==> src/rtl/tlp_tx_pkg.sv <==
package tlp_tx_pkg;
  localparam int TLP_LEN_W = 10;
  localparam int TLP_CNT_W = TLP_LEN_W + 1;

  typedef enum logic [1:0] {ST_IDLE, ST_HDR, ST_DATA} tx_state_e;

  typedef struct packed {
    logic                 has_data;
    logic                 four_dw;
    logic                 align_hi;
    logic [TLP_CNT_W-1:0] dw_count;
  } hdr_info_t;
endpackage

==> src/rtl/tlp_hdr_decode.sv <==
module tlp_hdr_decode
  import tlp_tx_pkg::*;
(
  input  logic                 fmt_data,
  input  logic                 fmt_4dw,
  input  logic [TLP_LEN_W-1:0] len_field,
  input  logic                 addr2_4dw,
  input  logic                 addr2_3dw,
  output hdr_info_t            info
);
  localparam logic [TLP_CNT_W-1:0] MAX_DW = TLP_CNT_W'(1) << TLP_LEN_W;

  always_comb begin
    info.has_data = fmt_data;
    info.four_dw  = fmt_4dw;
    info.align_hi = fmt_4dw ? addr2_4dw : addr2_3dw;
    info.dw_count = (len_field == '0) ? MAX_DW : {1'b0, len_field};
  end
endmodule

==> src/rtl/tlp_hdr_stage.sv <==
module tlp_hdr_stage #(
  parameter int HDR_W = 128
) (
  input  logic             clk,
  input  logic             rst,
  input  logic             load,
  input  logic [HDR_W-1:0] load_hdr,
  input  logic             ack,
  output logic             req,
  output logic [HDR_W-1:0] bus
);
  always_ff @(posedge clk) begin
    if (rst) begin
      req <= 1'b0;
      bus <= '0;
    end else if (load) begin
      req <= 1'b1;
      bus <= load_hdr;
    end else if (req && ack) begin
      req <= 1'b0;
    end
  end

  // header held stable until acknowledged
  p_hdr_hold_r3: assert property (@(posedge clk) disable iff (rst)
    (req && !ack) |=> (req && $stable(bus)));
endmodule

==> src/rtl/tlp_data_packer.sv <==
module tlp_data_packer
  import tlp_tx_pkg::*;
#(
  parameter int DW_W = 32,
  localparam int BEAT_W = 2 * DW_W
) (
  input  logic                 clk,
  input  logic                 rst,
  input  logic                 start,
  input  logic                 start_align,
  input  logic [TLP_CNT_W-1:0] start_count,
  input  logic                 pay_valid,
  input  logic [DW_W-1:0]      pay_dw,
  output logic                 pay_ready,
  output logic                 beat_valid,
  output logic [BEAT_W-1:0]    beat_data,
  output logic                 beat_last,
  input  logic                 beat_ready,
  output logic                 done
);
  logic                 active;
  logic                 lane;
  logic [DW_W-1:0]      stage_lo;
  logic [TLP_CNT_W-1:0] remaining;
  logic                 take;
  logic                 final_dw;

  assign pay_ready = active && (remaining != '0) && (!beat_valid || beat_ready);
  assign take      = pay_valid && pay_ready;
  assign final_dw  = (remaining == TLP_CNT_W'(1));
  assign done      = beat_valid && beat_ready && beat_last;

  always_ff @(posedge clk) begin
    if (rst) begin
      active     <= 1'b0;
      lane       <= 1'b0;
      stage_lo   <= '0;
      remaining  <= '0;
      beat_valid <= 1'b0;
      beat_last  <= 1'b0;
      beat_data  <= '0;
    end else begin
      if (beat_valid && beat_ready) begin
        beat_valid <= 1'b0;
        beat_last  <= 1'b0;
      end
      if (start) begin
        active    <= 1'b1;
        lane      <= start_align;
        remaining <= start_count;
        stage_lo  <= '0;
      end else if (take) begin
        remaining <= remaining - TLP_CNT_W'(1);
        if (!lane && !final_dw) begin
          stage_lo <= pay_dw;
          lane     <= 1'b1;
        end else begin
          beat_valid <= 1'b1;
          beat_last  <= final_dw;
          beat_data  <= lane ? {pay_dw, stage_lo} : {{DW_W{1'b0}}, pay_dw};
          lane       <= 1'b0;
          stage_lo   <= '0;
        end
      end
      if (done) active <= 1'b0;
    end
  end

  // a stalled beat keeps its contents
  p_beat_hold_r11: assert property (@(posedge clk) disable iff (rst)
    (beat_valid && !beat_ready) |=>
      (beat_valid && $stable(beat_data) && $stable(beat_last)));

  // beats appear only inside a started payload
  p_beat_in_packet_r5: assert property (@(posedge clk) disable iff (rst)
    beat_valid |-> active);
endmodule

==> src/rtl/tlp_tx_driver.sv <==
module tlp_tx_driver
  import tlp_tx_pkg::*;
#(
  parameter int HDR_W = 128,
  parameter int DW_W  = 32,
  localparam int BEAT_W = 2 * DW_W
) (
  input  logic              clk,
  input  logic              rst,
  input  logic              pkt_valid,
  input  logic [HDR_W-1:0]  pkt_hdr,
  output logic              pkt_ready,
  input  logic              pay_valid,
  input  logic [DW_W-1:0]   pay_dw,
  output logic              pay_ready,
  output logic              hdr_req,
  output logic [HDR_W-1:0]  hdr_bus,
  input  logic              hdr_ack,
  output logic              beat_valid,
  output logic [BEAT_W-1:0] beat_data,
  output logic              beat_last,
  input  logic              beat_ready,
  output logic              busy
);
  // Header bit positions the decoder relies on
  localparam int FMT_DATA_BIT = 126;
  localparam int FMT_4DW_BIT  = 125;
  localparam int LEN_LSB      = 96;
  localparam int A2_4DW_BIT   = 2;
  localparam int A2_3DW_BIT   = 34;

  tx_state_e state;
  hdr_info_t in_info;
  hdr_info_t cur_info;
  logic      accept;
  logic      hdr_done;
  logic      pay_start;
  logic      pay_done;

  tlp_hdr_decode u_dec (
    .fmt_data  (pkt_hdr[FMT_DATA_BIT]),
    .fmt_4dw   (pkt_hdr[FMT_4DW_BIT]),
    .len_field (pkt_hdr[LEN_LSB +: TLP_LEN_W]),
    .addr2_4dw (pkt_hdr[A2_4DW_BIT]),
    .addr2_3dw (pkt_hdr[A2_3DW_BIT]),
    .info      (in_info)
  );

  assign hdr_done  = (state == ST_HDR) && hdr_ack;
  assign pkt_ready = (state == ST_IDLE) || (hdr_done && !cur_info.has_data);
  assign accept    = pkt_valid && pkt_ready;
  assign pay_start = hdr_done && cur_info.has_data;
  assign busy      = (state != ST_IDLE);

  tlp_hdr_stage #(.HDR_W(HDR_W)) u_hdr (
    .clk      (clk),
    .rst      (rst),
    .load     (accept),
    .load_hdr (pkt_hdr),
    .ack      (hdr_ack),
    .req      (hdr_req),
    .bus      (hdr_bus)
  );

  tlp_data_packer #(.DW_W(DW_W)) u_pack (
    .clk         (clk),
    .rst         (rst),
    .start       (pay_start),
    .start_align (cur_info.align_hi),
    .start_count (cur_info.dw_count),
    .pay_valid   (pay_valid),
    .pay_dw      (pay_dw),
    .pay_ready   (pay_ready),
    .beat_valid  (beat_valid),
    .beat_data   (beat_data),
    .beat_last   (beat_last),
    .beat_ready  (beat_ready),
    .done        (pay_done)
  );

  always_ff @(posedge clk) begin
    if (rst) begin
      state    <= ST_IDLE;
      cur_info <= '0;
    end else begin
      if (accept) cur_info <= in_info;
      unique case (state)
        ST_IDLE: if (accept) state <= ST_HDR;
        ST_HDR:
          if (hdr_ack) begin
            if (cur_info.has_data) state <= ST_DATA;
            else if (!accept)      state <= ST_IDLE;
          end
        ST_DATA: if (pay_done) state <= ST_IDLE;
        default: state <= ST_IDLE;
      endcase
    end
  end

  // no beat while the header is outstanding
  p_no_beat_before_ack_r5: assert property (@(posedge clk) disable iff (rst)
    hdr_req |-> !beat_valid);

  // an idle driver drives neither bus
  p_idle_quiet_r12: assert property (@(posedge clk) disable iff (rst)
    !busy |-> (!hdr_req && !beat_valid));
endmodule

==> config.mk <==
export PLATFORM = sky130hd
export DESIGN_NAME = tlp_tx_driver
export DESIGN_NICKNAME = d
export VERILOG_FILES = /design/src/rtl/tlp_tx_pkg.sv /design/src/rtl/tlp_hdr_decode.sv /design/src/rtl/tlp_hdr_stage.sv /design/src/rtl/tlp_data_packer.sv /design/src/rtl/tlp_tx_driver.sv
export SDC_FILE = /design/constraint.sdc
export NUM_CORES = 1
export LEC_CHECK = 0
export ABC_CLOCK_PERIOD_IN_PS = 5650
export BUFFER_PORTS_ARGS = -buffer_cell sky130_fd_sc_hd__buf_4
export CORE_AREA = 2 2 142 144
export CTS_CLUSTER_DIAMETER = 120
export DETAILED_ROUTE_END_ITERATION = 7
export DIE_AREA = 0 0 144 146
export PLACE_DENSITY_LB_ADDON = 0.25
export SLEW_MARGIN = 20
export SYNTH_ARGS = -nofsm -noshare
export SYNTH_HDL_FRONTEND = slang
export SYNTH_SLANG_ARGS = --single-unit
==> constraint.sdc <==
create_clock -name clk -period 5.65 [get_ports clk]
set_clock_uncertainty 0.2 [all_clocks]
set_input_delay 1.4125 -clock clk [delete_from_list [all_inputs] [get_ports clk]]
set_output_delay 1.4125 -clock clk [all_outputs]
set_load 0.1 [all_outputs]
==> reports/qor.yml, run 1 <==
path_cells: "nor4_1, nand4_1, and3_1, buf_4"
detailed_place_hpwl_mm: 20.1
htreeDepth: 1
yosysWarnings: 0
cts-buffers-inserted: 27
synthTopCellsByArea: "dfxtp_1 53%, nand2_1 11%, a21oi_1 7.6%"
ys_types: 51
rsz0062_at_grt: "no"
layout-drive-gt1-share_pct: 29.8
grt_pass1_vias: 8599
dieArea_sq_um: 21000
start_util_pct: 49.6
hold_viol_final: 0
die_y_um: 146
ant_nets: 0
port_buffers: 363
grt_use_total_pct: 27.0
synthFlopType: "dfxtp_1"
async_flop_share_pct: 0
slowest_delay_ns: 0.81
synth_cells: 1100
cts_resized: 0
firstDrtPassIters: 5
instances_no_fill: 1692
setup_viol: 0
period_share_pct: 70.8
finalSetupTns_ns: 0
p_int_mw: 3.04
core_area_sq_um: 19300
die_w_um: 144
final_util_pct: 68.5
routedWlPerCell_um: 17.5
dpl.cell_count: 1645
tritoncts: "built"
required_ns: 4.04
rows: 51
io_pins: 364
power_frac_clock_pct: 37.6
end_kind: "output port"
cp_slowest_cell: "nor4_1"
timing.fmax_ghz: 0.250
cp-start-kind: "register"
status: "finished, final reports clean"
cap_violations: 0
hold_ws_ns: 0.253
synth_top_area_share_pct: 53.0
yosys.area.top_type: "dfxtp_1"
switching_share_pct: 31.0
clock_path_buffers: 3
hold_buffers: 0
relSlewSlack_pct: 26.8
cts_setup_buffers: 0
path_clk_slew_ns: 0.06
crit_arrival_ns: 2.39
slew_violations: 0
drcViolationCount: 0
p_switching_mw: 1.37
clk-insertion-delay-late_ns: 0.52
power_frac_seq_pct: 43.0
root_buffer: "clkbuf_16"
crit_type: "reg -> out"
nets: 1578
antenna_found_initial: 2
period_needed_ns: 4.00
viasPerCell: 5.38
worstPathMaxFanout: 6
hold_path_class: "reg -> reg"
p_per_area_nw_per_um2: 333
irDropWorstVdd_v: 0.000330
synth.net_count: 1269
power.leakage_nw: 5.51
grt_pass1_wl_mm: 45.7
grt_max_degree: 154
overflow: 0
gp_congestion: 0.825
ys_ff_latch: 254
wl_mm: 29.6
tightest_slew_ns: 1.10
syn_avg_cell_area_sq_um: 8.73
clkSinkCount: 254
seq_area_frac_synth_pct: 53.0
drtIter0Drc: 508
syn_area_sq_um: 9600
vias: 9111
finalPower_mw: 4.41
synth_edf_count: 0
combinationalPowerShare_pct: 19.4
synthToLayoutAreaGrowth_pct: 38.1
-- kinds of logic (layout without fill, tap and decap cells) --
family	after synthesis	in the layout	share of synthesized area, %
simple gates	371	371	17.0
mux	33	33	3.44
other cells	0	2	0
flops	254	254	53.0
fa+ha+maj	3	3	0.391
buf+inv	132	457	5.38
compound gates	307	307	20.8
-- worst paths after layout --
check                              startpoint                          endpoint  slack [ns]  depth (start not counted)
max reg2reg  u_pack.remaining[5]$_SDFFE_PP0P_  u_pack.stage_lo[26]$_SDFFE_PP0P_        2.59                          5
max          u_pack.remaining[5]$_SDFFE_PP0P_                         pay_ready        1.65                          4
min reg2reg        u_hdr.bus[53]$_SDFFE_PP0P_        u_hdr.bus[53]$_SDFFE_PP0P_        0.25                          2
min                u_hdr.bus[53]$_SDFFE_PP0P_        u_hdr.bus[53]$_SDFFE_PP0P_        0.25                          2
-- per-stage QoR --
| stage | area, sq um | setup WS, ns |
|---|---|---|
| detailed placement | 12400 | 1.80 |
| CTS | 13200 | 1.70 |
| floorplan | 9600 | 1.66 |
| global route | 13300 | 1.52 |
| global placement | 12400 | 1.86 |
| finish | 13300 | 1.65 |
-- metal layers --
metal / routed length [um] / track usage, %
met1: 11700 / 33.7
met2: 14400 / 44.0
met3: 2280 / 7.17
met4: 1200 / 11.6
met5: 0 / 0
-- final cells by class --
| type | count | area, sq um |
|---|---|---|
| clock inverter | 7 | 63.8 |
| tap | 265 | 332 |
| clock buffer | 38 | 757 |
| antenna | 2 | 5.00 |
| fill | 1598 | 6080 |
| multi-input combinational | 714 | 4040 |
| timing repair buffer | 373 | 2830 |
| inverter | 39 | 146 |
| sequential | 254 | 5090 |
-- cells in the mapped netlist, types with 2 or more instances --
cell type,number
nand4_1,4
a211oi_1,35
nor3_2,2
ha_1,3
o31ai_1,3
o21ai_0,4
and2_1,2
o32ai_1,32
or4_1,5
a22o_1,32
a2111oi_0,2
inv_1,39
nor3_1,2
nor4_1,7
nor2_1,17
nor2b_1,2
a21oi_1,145
o211ai_1,2
a311oi_1,9
nand2b_1,35
buf_2,14
nand2_1,274
nand3_1,7
clkbuf_1,78
dfxtp_1,254
mux2i_1,33
a31oi_1,33
nor3b_1,2
-- cell usage in the layout, fill, tap and decap left out, types with 3 or more instances in the layout --
| cell type | Yosys | final |
|---|---|---|
| or4_1 | 5 | 5 |
| a22o_1 | 32 | 32 |
| clkbuf_1 | 78 | 7 |
| nand4_1 | 4 | 4 |
| clkbuf_8 | 0 | 4 |
| nor4_1 | 7 | 6 |
| clkinv_2 | 0 | 5 |
| o31ai_1 | 3 | 3 |
| nand3_1 | 7 | 7 |
| ha_1 | 3 | 3 |
| dfxtp_1 | 254 | 253 |
| o21ai_0 | 4 | 4 |
| nor2_1 | 17 | 17 |
| nand2b_1 | 35 | 35 |
| a311oi_1 | 9 | 9 |
| a31oi_1 | 33 | 33 |
| mux2i_1 | 33 | 33 |
| a211oi_1 | 35 | 35 |
| inv_1 | 39 | 39 |
| o32ai_1 | 32 | 32 |
| a21oi_1 | 145 | 144 |
| nand2_1 | 274 | 274 |
| clkbuf_16 | 0 | 27 |
| buf_4 | 1 | 370 |
-- flip-flops by register name, indices dropped and copies added (netlist names) --
register,count
cur_info,12
u_pack.beat_valid,1
state,2
u_pack.lane,1
u_pack.active,1
u_pack.stage_lo,32
u_hdr.bus,128
u_pack.remaining,11
u_pack.beat_data,64
u_hdr.req,1
u_pack.beat_last,1
-- power by group through the flow --
stage          clock, mW  combinational [mW]  sequential [mW]
6_report            1.66               0.857             1.90
5_1_grt             1.76               0.895             1.90
4_1_cts             1.69               0.858             1.90
3_5_place_dp           0               0.855             1.93
3_3_place_gp           0               0.850             1.93
2_1_floorplan          0               0.203             2.33
-- worst max-delay path: cells and delay by family, from the launching register on --
kind	cells	cell delay, ns
buffers and inverters	1	0.23
DFF	1	0.34
and+or+nand+nor	3	1.30
No activity file was read; power rests on OpenSTA's default activity.
==> inputs of run 2 (changes only) <==
--- a/config.mk
+++ b/config.mk
@@ -5,12 +5,13 @@
 export SDC_FILE = /design/constraint.sdc
 export NUM_CORES = 1
 export LEC_CHECK = 0
-export ABC_CLOCK_PERIOD_IN_PS = 5650
+export ABC_AREA = 1
+export ABC_CLOCK_PERIOD_IN_PS = 3560
 export BUFFER_PORTS_ARGS = -buffer_cell sky130_fd_sc_hd__buf_4
-export CORE_AREA = 2 2 142 144
+export CORE_ASPECT_RATIO = 1.25
+export CORE_UTILIZATION = 45
 export CTS_CLUSTER_DIAMETER = 120
 export DETAILED_ROUTE_END_ITERATION = 7
-export DIE_AREA = 0 0 144 146
 export PLACE_DENSITY_LB_ADDON = 0.25
 export SLEW_MARGIN = 20
 export SYNTH_ARGS = -nofsm -noshare
==> constraint.sdc (replaced) <==
create_clock -name clk -period 3.56 [get_ports clk]
set_clock_uncertainty 0.2 [all_clocks]
set_input_delay 0.89 -clock clk [delete_from_list [all_inputs] [get_ports clk]]
set_output_delay 0.89 -clock clk [all_outputs]
set_load 0.1 [all_outputs]
==> run 2 against run 1 <==
  * Register-to-register slack lost 1.5 ns
  * Power grew 70%
  * Sequential share of layout area shrank 1.1 points
  * Count of clock-buffer cells in the layout shrank 3
  * Critical path type unchanged
  * Highest routed layer unchanged
==> reports/qor.yml, run 2 <==
status: "finished, final reports clean"  # unchanged
endpoint: "pay_ready"  # unchanged
mostFrequentLayoutCell: "nor2_1"  # was buf_4
synthTopCellsByArea: "dfxtp_1 50%, nor2_1 15%, nand2_1 10%"  # was dfxtp_1 53%, nand2_1 11%, a21oi_1 7.6%
period_needed_ns: 2.88
path_cells: "inv_1, ha_1, inv_1, nor2_1, nand2_2, nand2_1, inv_1, buf_4"  # was nor4_1, nand4_1, and3_1, buf_4
hold_path_class: "reg -> reg"  # unchanged
yosys.area.top_type: "dfxtp_1"  # unchanged
drtIter0Drc: 500  # was 508
wl_mm: 29.7  # was 29.6 mm
relSlewSlack_pct: 30.5  # was 26.8%
clock_path_buffers: 3  # unchanged
detailed_place_hpwl_mm: 20.8  # was 20.1 mm
crit_type: "reg -> out"  # unchanged
grt_pass1_vias: 9143  # was 8,599
start_util_pct: 46.3  # was 49.6%
path_clk_slew_ns: 0.06  # about the same
cp_top_family: "buffers and inverters"  # was simple AND/OR/NAND/NOR gates
finalSetupTns_ns: 0  # unchanged
seq_area_frac_synth_pct: 50.4  # was 53.0%
cts_resized: 0  # unchanged
layout-drive-gt1-share_pct: 25.3  # was 29.8%
cp_slowest_cell: "dfxtp_1"  # was nor4_1
cts-buffers-inserted: 26  # was 27
async_flop_share_pct: 0  # unchanged
core_area_sq_um: 21800  # was 19,300 sq um
synthToLayoutAreaGrowth_pct: 35.4  # was 38.1%
layout_common_cells: "410 x nor2_1, 375 x buf_4, 281 x nand2_1"  # was 370 x buf_4, 274 x nand2_1, 253 x dfxtp_1
end_kind: "output port"  # unchanged
cp_num_cells: 8  # was 4
clkSinkCount: 254  # unchanged
clk-insertion-delay-late_ns: 0.52  # about the same
synth_edf_count: 0  # unchanged
port_buffers: 363  # unchanged
ys_ff_latch: 254  # unchanged
largest_reg_flops: 128  # unchanged
synth_top_area_share_pct: 50.4  # was 53.0%
slowest_delay_ns: 0.35  # was 0.81 ns
vias: 9851  # was 9,111
crit_path_start: "u_pack.remaining[0]$_SDFFE_PP0P_"  # was u_pack.remaining[5]$_SDFFE_PP0P_
synth.net_count: 1562  # was 1,269
fillCellCount: 1970  # was 1,598
ant_nets: 0  # unchanged
required_ns: 2.47  # was 4.04 ns
rows: 60  # was 51
cp-start-kind: "register"  # unchanged
synthFlopType: "dfxtp_1"  # unchanged
tritoncts: "built"  # unchanged
ys_types: 30  # was 51
syn_avg_cell_area_sq_um: 7.24  # was 8.73 sq um
root_buffer: "clkbuf_16"  # unchanged
irDropWorstVdd_v: 0.000556  # was 0.000330 V
power.leakage_nw: 6.32  # was 5.51 nW
tightest_slew_ns: 1.04  # was 1.10 ns
overflow: 0  # unchanged
die_w_um: 136  # was 144 um
cts_setup_buffers: 0  # unchanged
cap_violations: 0  # unchanged
synth_cells: 1393  # was 1,100
crit_arrival_ns: 1.79  # was 2.39 ns
hp-start: "cur_info[2]$_SDFFE_PP0P_"  # was u_hdr.bus[53]$_SDFFE_PP0P_
die_y_um: 169  # was 146 um
yosysWarnings: 0  # unchanged
syn_area_sq_um: 10100  # was 9600 sq um
firstDrtPassIters: 5  # unchanged
grt_use_total_pct: 24.9  # was 27.0%
instances_no_fill: 2001  # was 1,692
r2r-end: "u_pack.beat_data[54]$_SDFFE_PP0P_"  # was u_pack.stage_lo[26]$_SDFFE_PP0P_
antenna_found_initial: 2  # unchanged
setup_viol: 0  # unchanged
r2r.worst_path.cells: 8  # was 5
timing.fmax_ghz: 0.348
p_per_area_nw_per_um2: 550  # was 333 nW/um^2
regMostFlops: "u_hdr.bus"  # unchanged
nets: 1875  # was 1,578
r2r_start: "u_pack.lane$_SDFFE_PP0P_"  # was u_pack.remaining[5]$_SDFFE_PP0P_
period_share_pct: 80.8
hold_buffers: 0  # unchanged
worstPathMaxFanout: 4  # was 6
synth_common_cells: "410 x nor2_1, 282 x nand2_1, 254 x dfxtp_1, 139 x o21ai_0, 66 x a21oi_1"  # was 274 x nand2_1, 254 x dfxtp_1, 145 x a21oi_1, 78 x clkbuf_1, 39 x inv_1
routedWlPerCell_um: 14.8  # was 17.5 um
io_pins: 364  # unchanged
rrSetupSlack_ns: 1.11  # was 2.59 ns
rsz0062_at_grt: "no"  # unchanged
grt_pass1_wl_mm: 45.8  # was 45.7 mm
drcViolationCount: 0  # unchanged
crit_top_cell: "inv_1"
htreeDepth: 1  # unchanged
grt_max_degree: 90  # was 154
gp_congestion: 0.848  # was 0.825
slew_violations: 0  # unchanged
dieArea_sq_um: 23000  # was 21,000 sq um
top_regs: "u_hdr.bus: 128 flops, u_pack.beat_data: 64 flops, u_pack.stage_lo: 32 flops"  # unchanged
yosysMostFrequentCell: "nor2_1"  # was nand2_1
dpl.cell_count: 1957  # was 1,645
hold_viol_final: 0  # unchanged
viasPerCell: 4.92  # was 5.38
critPathBufInv: 4  # was 1
==> run 2: cell types whose count changed in the layout (fill, tap and decap cells not counted), moves of 9 or more <==
| cell | delta |
|---|---|
| nor2_1 | +393 |
| o21ai_0 | +135 |
| a21oi_1 | -78 |
| a211oi_1 | -35 |
| nand2b_1 | -35 |
| a22o_1 | -32 |
| a31oi_1 | -32 |
| o32ai_1 | -32 |
| nand3_1 | +28 |
| o21bai_1 | +23 |
| mux2i_1 | -19 |
| o21ai_1 | +10 |
| a311oi_1 | -9 |
==> run 2: worst min path at each step <==
stage / endpoint / cells after the start
2_1_floorplan: u_pack.active$_SDFFE_PP0P_ / 2
3_3_place_gp: u_pack.active$_SDFFE_PP0P_ / 2
3_5_place_dp: cur_info[2]$_SDFFE_PP0P_ / 2
4_1_cts: cur_info[2]$_SDFFE_PP0P_ / 2
5_1_grt: u_pack.stage_lo[6]$_SDFFE_PP0P_ / 2
6_report: cur_info[2]$_SDFFE_PP0P_ / 2
==> run 2: power by group <==
group,switching (mW),internal [mW],total [mW]
Clock,1.08,1.50,2.58
Combinational,1.41,0.436,1.85
Sequential,0.0821,2.99,3.08
==> run 2: metrics by stage <==
step	setup slack, ns	utilization, %	instance area [sq um]	total power, mW	hold WS [ns]
after detailed placement	0.692	59.1	12900	4.99	0.253
final	0.682	62.7	13700	7.51	0.262
after global routing	0.581	62.7	13700	7.79	0.284
after global placement	0.697	59.1	12900	4.97	0.242
after floorplan	0.581	-	10100	4.50	0.232
after CTS	0.639	62.7	13700	7.57	0.263
==> run 2: cell families (layout without fill, tap and decap cells) <==
| group | Yosys count | in the layout | share of synthesized area (%) |
|---|---|---|---|
| xor+xnor | 2 | 2 | 0.174 |
| compound gates | 241 | 241 | 12.6 |
| buf+inv | 129 | 456 | 6.00 |
| fa+ha+maj | 3 | 3 | 0.372 |
| mux | 14 | 14 | 1.39 |
| other cells | 0 | 2 | 0 |
| simple gates | 750 | 750 | 29.1 |
| flops | 254 | 254 | 50.4 |
==> run 2: cell type report <==
cell class,count,area (sq um),share of cell area [%]
Antenna cell,2,5.00,0.0366
Clock buffer,35,736,5.39
Inverter,36,140,1.03
Clock inverter,7,60.1,0.440
Timing Repair Buffer,378,2880,21.1
Multi-Input combinational cell,1010,4410,32.3
Sequential cell,254,5090,37.2
Tap cell,279,349,2.56
==> run 2: worst min-delay path, delay by kind of cell (launching register included) <==
| family | cells | cell delay, ns |
|---|---|---|
| DFF | 1 | 0.31 |
| and+or+nand+nor | 1 | 0.06 |
| AOI/OAI and AO/OA | 1 | 0.05 |
==> run 2: routing by layer <==
| layer | global-route usage [%] | up-vias | wire (um) | part of all wire, % |
|---|---|---|---|---|
| li1 | - | 5023 | - | - |
| met1 | 28.7 | 4422 | 11600 | 39 |
| met2 | 43.3 | 355 | 14500 | 49 |
| met3 | 7.35 | 51 | 2750 | 9.3 |
| met4 | 8.55 | 0 | 834 | 2.8 |
| met5 | 0 | - | 0 | 0 |
==> inputs of run 3 (changes only) <==
--- a/config.mk
+++ b/config.mk
@@ -6,7 +6,7 @@
 export NUM_CORES = 1
 export LEC_CHECK = 0
 export ABC_AREA = 1
-export ABC_CLOCK_PERIOD_IN_PS = 3560
+export ABC_CLOCK_PERIOD_IN_PS = 2500
 export BUFFER_PORTS_ARGS = -buffer_cell sky130_fd_sc_hd__buf_4
 export CORE_ASPECT_RATIO = 1.25
 export CORE_UTILIZATION = 45
==> constraint.sdc (replaced) <==
create_clock -name clk -period 2.5 [get_ports clk]
set_clock_uncertainty 0.2 [all_clocks]
set_input_delay 0.625 -clock clk [delete_from_list [all_inputs] [get_ports clk]]
set_output_delay 0.625 -clock clk [all_outputs]
set_load 0.1 [all_outputs]
==> run 3 against run 2 <==
  * Critical path depth unchanged
  * Die area did not move
  * Power grew 47%
  * Clock power is 55% higher
  * First-iteration DRC count is 27% higher
  * Largest cell class unchanged
==> reports/qor.yml, run 3 (synthesized netlist as in run 2, its figures left out) <==
fillCellCount: 1965  # was 1,970
timing.fmax_ghz: 0.409
irDropWorstVdd_v: 0.000732  # was 0.000556 V
hold_depth: 3  # was 2
mostFrequentLayoutCell: "nor2_1"  # unchanged
required_ns: 1.67  # was 2.47 ns
power_frac_clock_pct: 36.3  # was 34.4%
p_per_area_nw_per_um2: 793  # was 550 nW/um^2
clkSinkCount: 254  # unchanged
cp_slowest_cell: "dfxtp_2"  # was dfxtp_1
tritoncts: "built"  # unchanged
period_share_pct: 97.8
rows: 60  # unchanged
cp-start-kind: "register"  # unchanged
combinationalPowerShare_pct: 24.2  # was 24.6%
start_util_pct: 46.3  # unchanged
dieArea_sq_um: 23000  # unchanged
end_kind: "output port"  # unchanged
path_clk_slew_ns: 0.07  # was 0.06 ns
grt_pass1_wl_mm: 46.7  # was 45.8 mm
crit_arrival_ns: 1.62  # was 1.79 ns
largest_reg_flops: 128  # unchanged
hold_path_class: "in -> reg"  # was reg -> reg
crit_type: "reg -> out"  # unchanged
port_buffers: 363  # unchanged
finalSetupTns_ns: 0  # unchanged
die_y_um: 169  # unchanged
layout_common_cells: "409 x nor2_1, 375 x buf_4, 279 x nand2_1"  # was 410 x nor2_1, 375 x buf_4, 281 x nand2_1
hp-start: "pkt_hdr[79]"  # was cur_info[2]$_SDFFE_PP0P_
die_w_um: 136  # unchanged
power.leakage_nw: 6.44  # was 6.32 nW
routedWlPerCell_um: 14.8  # about the same
r2r-end: "u_pack.stage_lo[19]$_SDFFE_PP0P_"  # was u_pack.beat_data[54]$_SDFFE_PP0P_
p_switching_mw: 3.75  # was 2.58 mW
tightest_slew_ns: 0.718  # was 1.04 ns
htreeDepth: 1  # unchanged
placed_area_sq_um: 13000  # was 12,900 sq um
p_int_mw: 7.31  # was 4.93 mW
switching_share_pct: 33.9  # was 34.3%
layout-drive-gt1-share_pct: 26.3  # was 25.3%
viasPerCell: 4.93  # was 4.92
ant_nets: 0  # unchanged
holdPathEnd: "u_hdr.bus[79]$_SDFFE_PP0P_"  # was cur_info[2]$_SDFFE_PP0P_
drtIter0Drc: 633  # was 500
io_pins: 364  # unchanged
setup_viol: 0  # unchanged
clk-insertion-delay-late_ns: 0.52  # about the same
rsz0062_at_grt: "no"  # unchanged
detailed_place_hpwl_mm: 21.0  # was 20.8 mm
r2r_start: "state[0]$_SDFFE_PP0P_"  # was u_pack.lane$_SDFFE_PP0P_
instances_no_fill: 2017  # was 2,001
gp_congestion: 0.824  # was 0.848
cts_setup_buffers: 0  # unchanged
root_buffer: "clkbuf_16"  # unchanged
status: "finished, final reports clean"  # unchanged
antenna_found_initial: 4  # was 2
wl_mm: 29.8  # was 29.7 mm
relSlewSlack_pct: 52.1  # was 30.5%
clock_path_buffers: 3  # unchanged
synthToLayoutAreaGrowth_pct: 38.3  # was 35.4%
period_needed_ns: 2.44
drcViolationCount: 0  # unchanged
cts-buffers-inserted: 27  # was 26
slowest_delay_ns: 0.35  # about the same
top_regs: "u_hdr.bus: 128 flops, u_pack.beat_data: 64 flops, u_pack.stage_lo: 32 flops"  # unchanged
slew_violations: 0  # unchanged
cap_violations: 0  # unchanged
grt_max_degree: 86  # was 90
overflow: 0  # unchanged
hold_viol_final: 0  # unchanged
power_frac_seq_pct: 39.6  # was 41.0%
vias: 9937  # was 9,851
core_area_sq_um: 21800  # unchanged
path_cells: "inv_2, ha_1, inv_1, nor2_1, nand2_2, nand2_2, inv_2, buf_12"  # was inv_1, ha_1, inv_1, nor2_1, nand2_2, nand2_1, inv_1, buf_4
r2r.worst_path.cells: 7  # was 8
dpl.cell_count: 1966  # was 1,957
rrSetupSlack_ns: 0.28  # was 1.11 ns
fin_area_sq_um: 14000  # was 13,700 sq um
grt_use_total_pct: 25.2  # was 24.9%
worstPathMaxFanout: 4  # unchanged
grt_pass1_vias: 9393  # was 9,143
regMostFlops: "u_hdr.bus"  # unchanged
firstDrtPassIters: 7  # was 5
nets: 1885  # was 1,875
-- run 3: changes by cell type in the layout (fill, tap and decap cells not counted), moves of 2 or more --
| cell | change |
|---|---|
| dfxtp_1 | -2 |
| clkinv_2 | -3 |
| nand2_2 | +2 |
| inv_1 | -3 |
| buf_12 | +8 |
| inv_2 | +3 |
| nand2_1 | -2 |
| dfxtp_2 | +2 |
| clkbuf_8 | +4 |
-- run 3: how the worst max path moves through the flow --
| stage | slack [ns] | cells after the start | end | from |
|---|---|---|---|---|
| floorplan | 0.0001 | 5 | pay_ready | u_pack.beat_valid$_SDFF_PP0_ |
| global placement | 0.07 | 6 | u_pack.stage_lo[19]$_SDFFE_PP0P_ | hdr_ack |
| detailed placement | 0.01 | 6 | u_pack.stage_lo[19]$_SDFFE_PP0P_ | hdr_ack |
| CTS | 0.02 | 8 | pay_ready | u_pack.remaining[0]$_SDFFE_PP0P_ |
| global route | 0.003 | 8 | pay_ready | u_pack.remaining[0]$_SDFFE_PP0P_ |
| finish | 0.06 | 8 | pay_ready | u_pack.remaining[0]$_SDFFE_PP0P_ |
-- run 3: power by group through the flow --
stage / Clock (mW) / Combinational [mW] / Sequential [mW]
2_1_floorplan: 0 / 0.613 / 5.79
3_3_place_gp: 0 / 2.65 / 4.45
3_5_place_dp: 0 / 2.67 / 4.46
4_1_cts: 4.09 / 2.68 / 4.38
5_1_grt: 4.26 / 2.82 / 4.40
6_report: 4.01 / 2.67 / 4.38
-- run 3: cell type report --
type | count | area, sq um | area share, %
diodes | 3 | 7.51 | 0.0538
clock buffers | 40 | 795 | 5.69
clock inverters | 8 | 103 | 0.735
inverters | 36 | 140 | 1.00
multi-input cells | 1010 | 4430 | 31.7
flip-flops and latches | 254 | 5090 | 36.5
well taps | 279 | 349 | 2.50
repair buffers | 387 | 3050 | 21.8
-- run 3: critical path, delay by kind of cell (launching register included) --
kind          cells  cell delay [ns]
fa+ha+maj         1             0.19
buf+inv           4             0.37
flops             1             0.35
simple gates      3             0.21
-- run 3: what timing repair did --
item / CTS / global route
hold endpoints to repair: 0 / 0
hold buffers: 0 / 0
resized for setup: 8 / 4
gates cloned: 0 / 0
setup endpoints to repair: 2 / 1
pin swaps: 0 / 1
-- run 3: through the flow --
stage               worst slack (ns)  hold WS, ns  util [%]  total power, mW
floorplan                   0.000109        0.232         -             6.41
global placement              0.0716        0.239      59.8             7.10
detailed placement           0.00979        0.254      59.8             7.13
CTS                           0.0184        0.130      64.0             11.1
global route                 0.00289        0.142      64.1             11.5
finish                        0.0558        0.146      64.1             11.1
-- run 3: metal layers --
metal	routed length (um)	GRT usage (%)
met1	11500	28.1
met2	14900	45.0
met3	2750	8.30
met4	635	7.44
met5	13	0
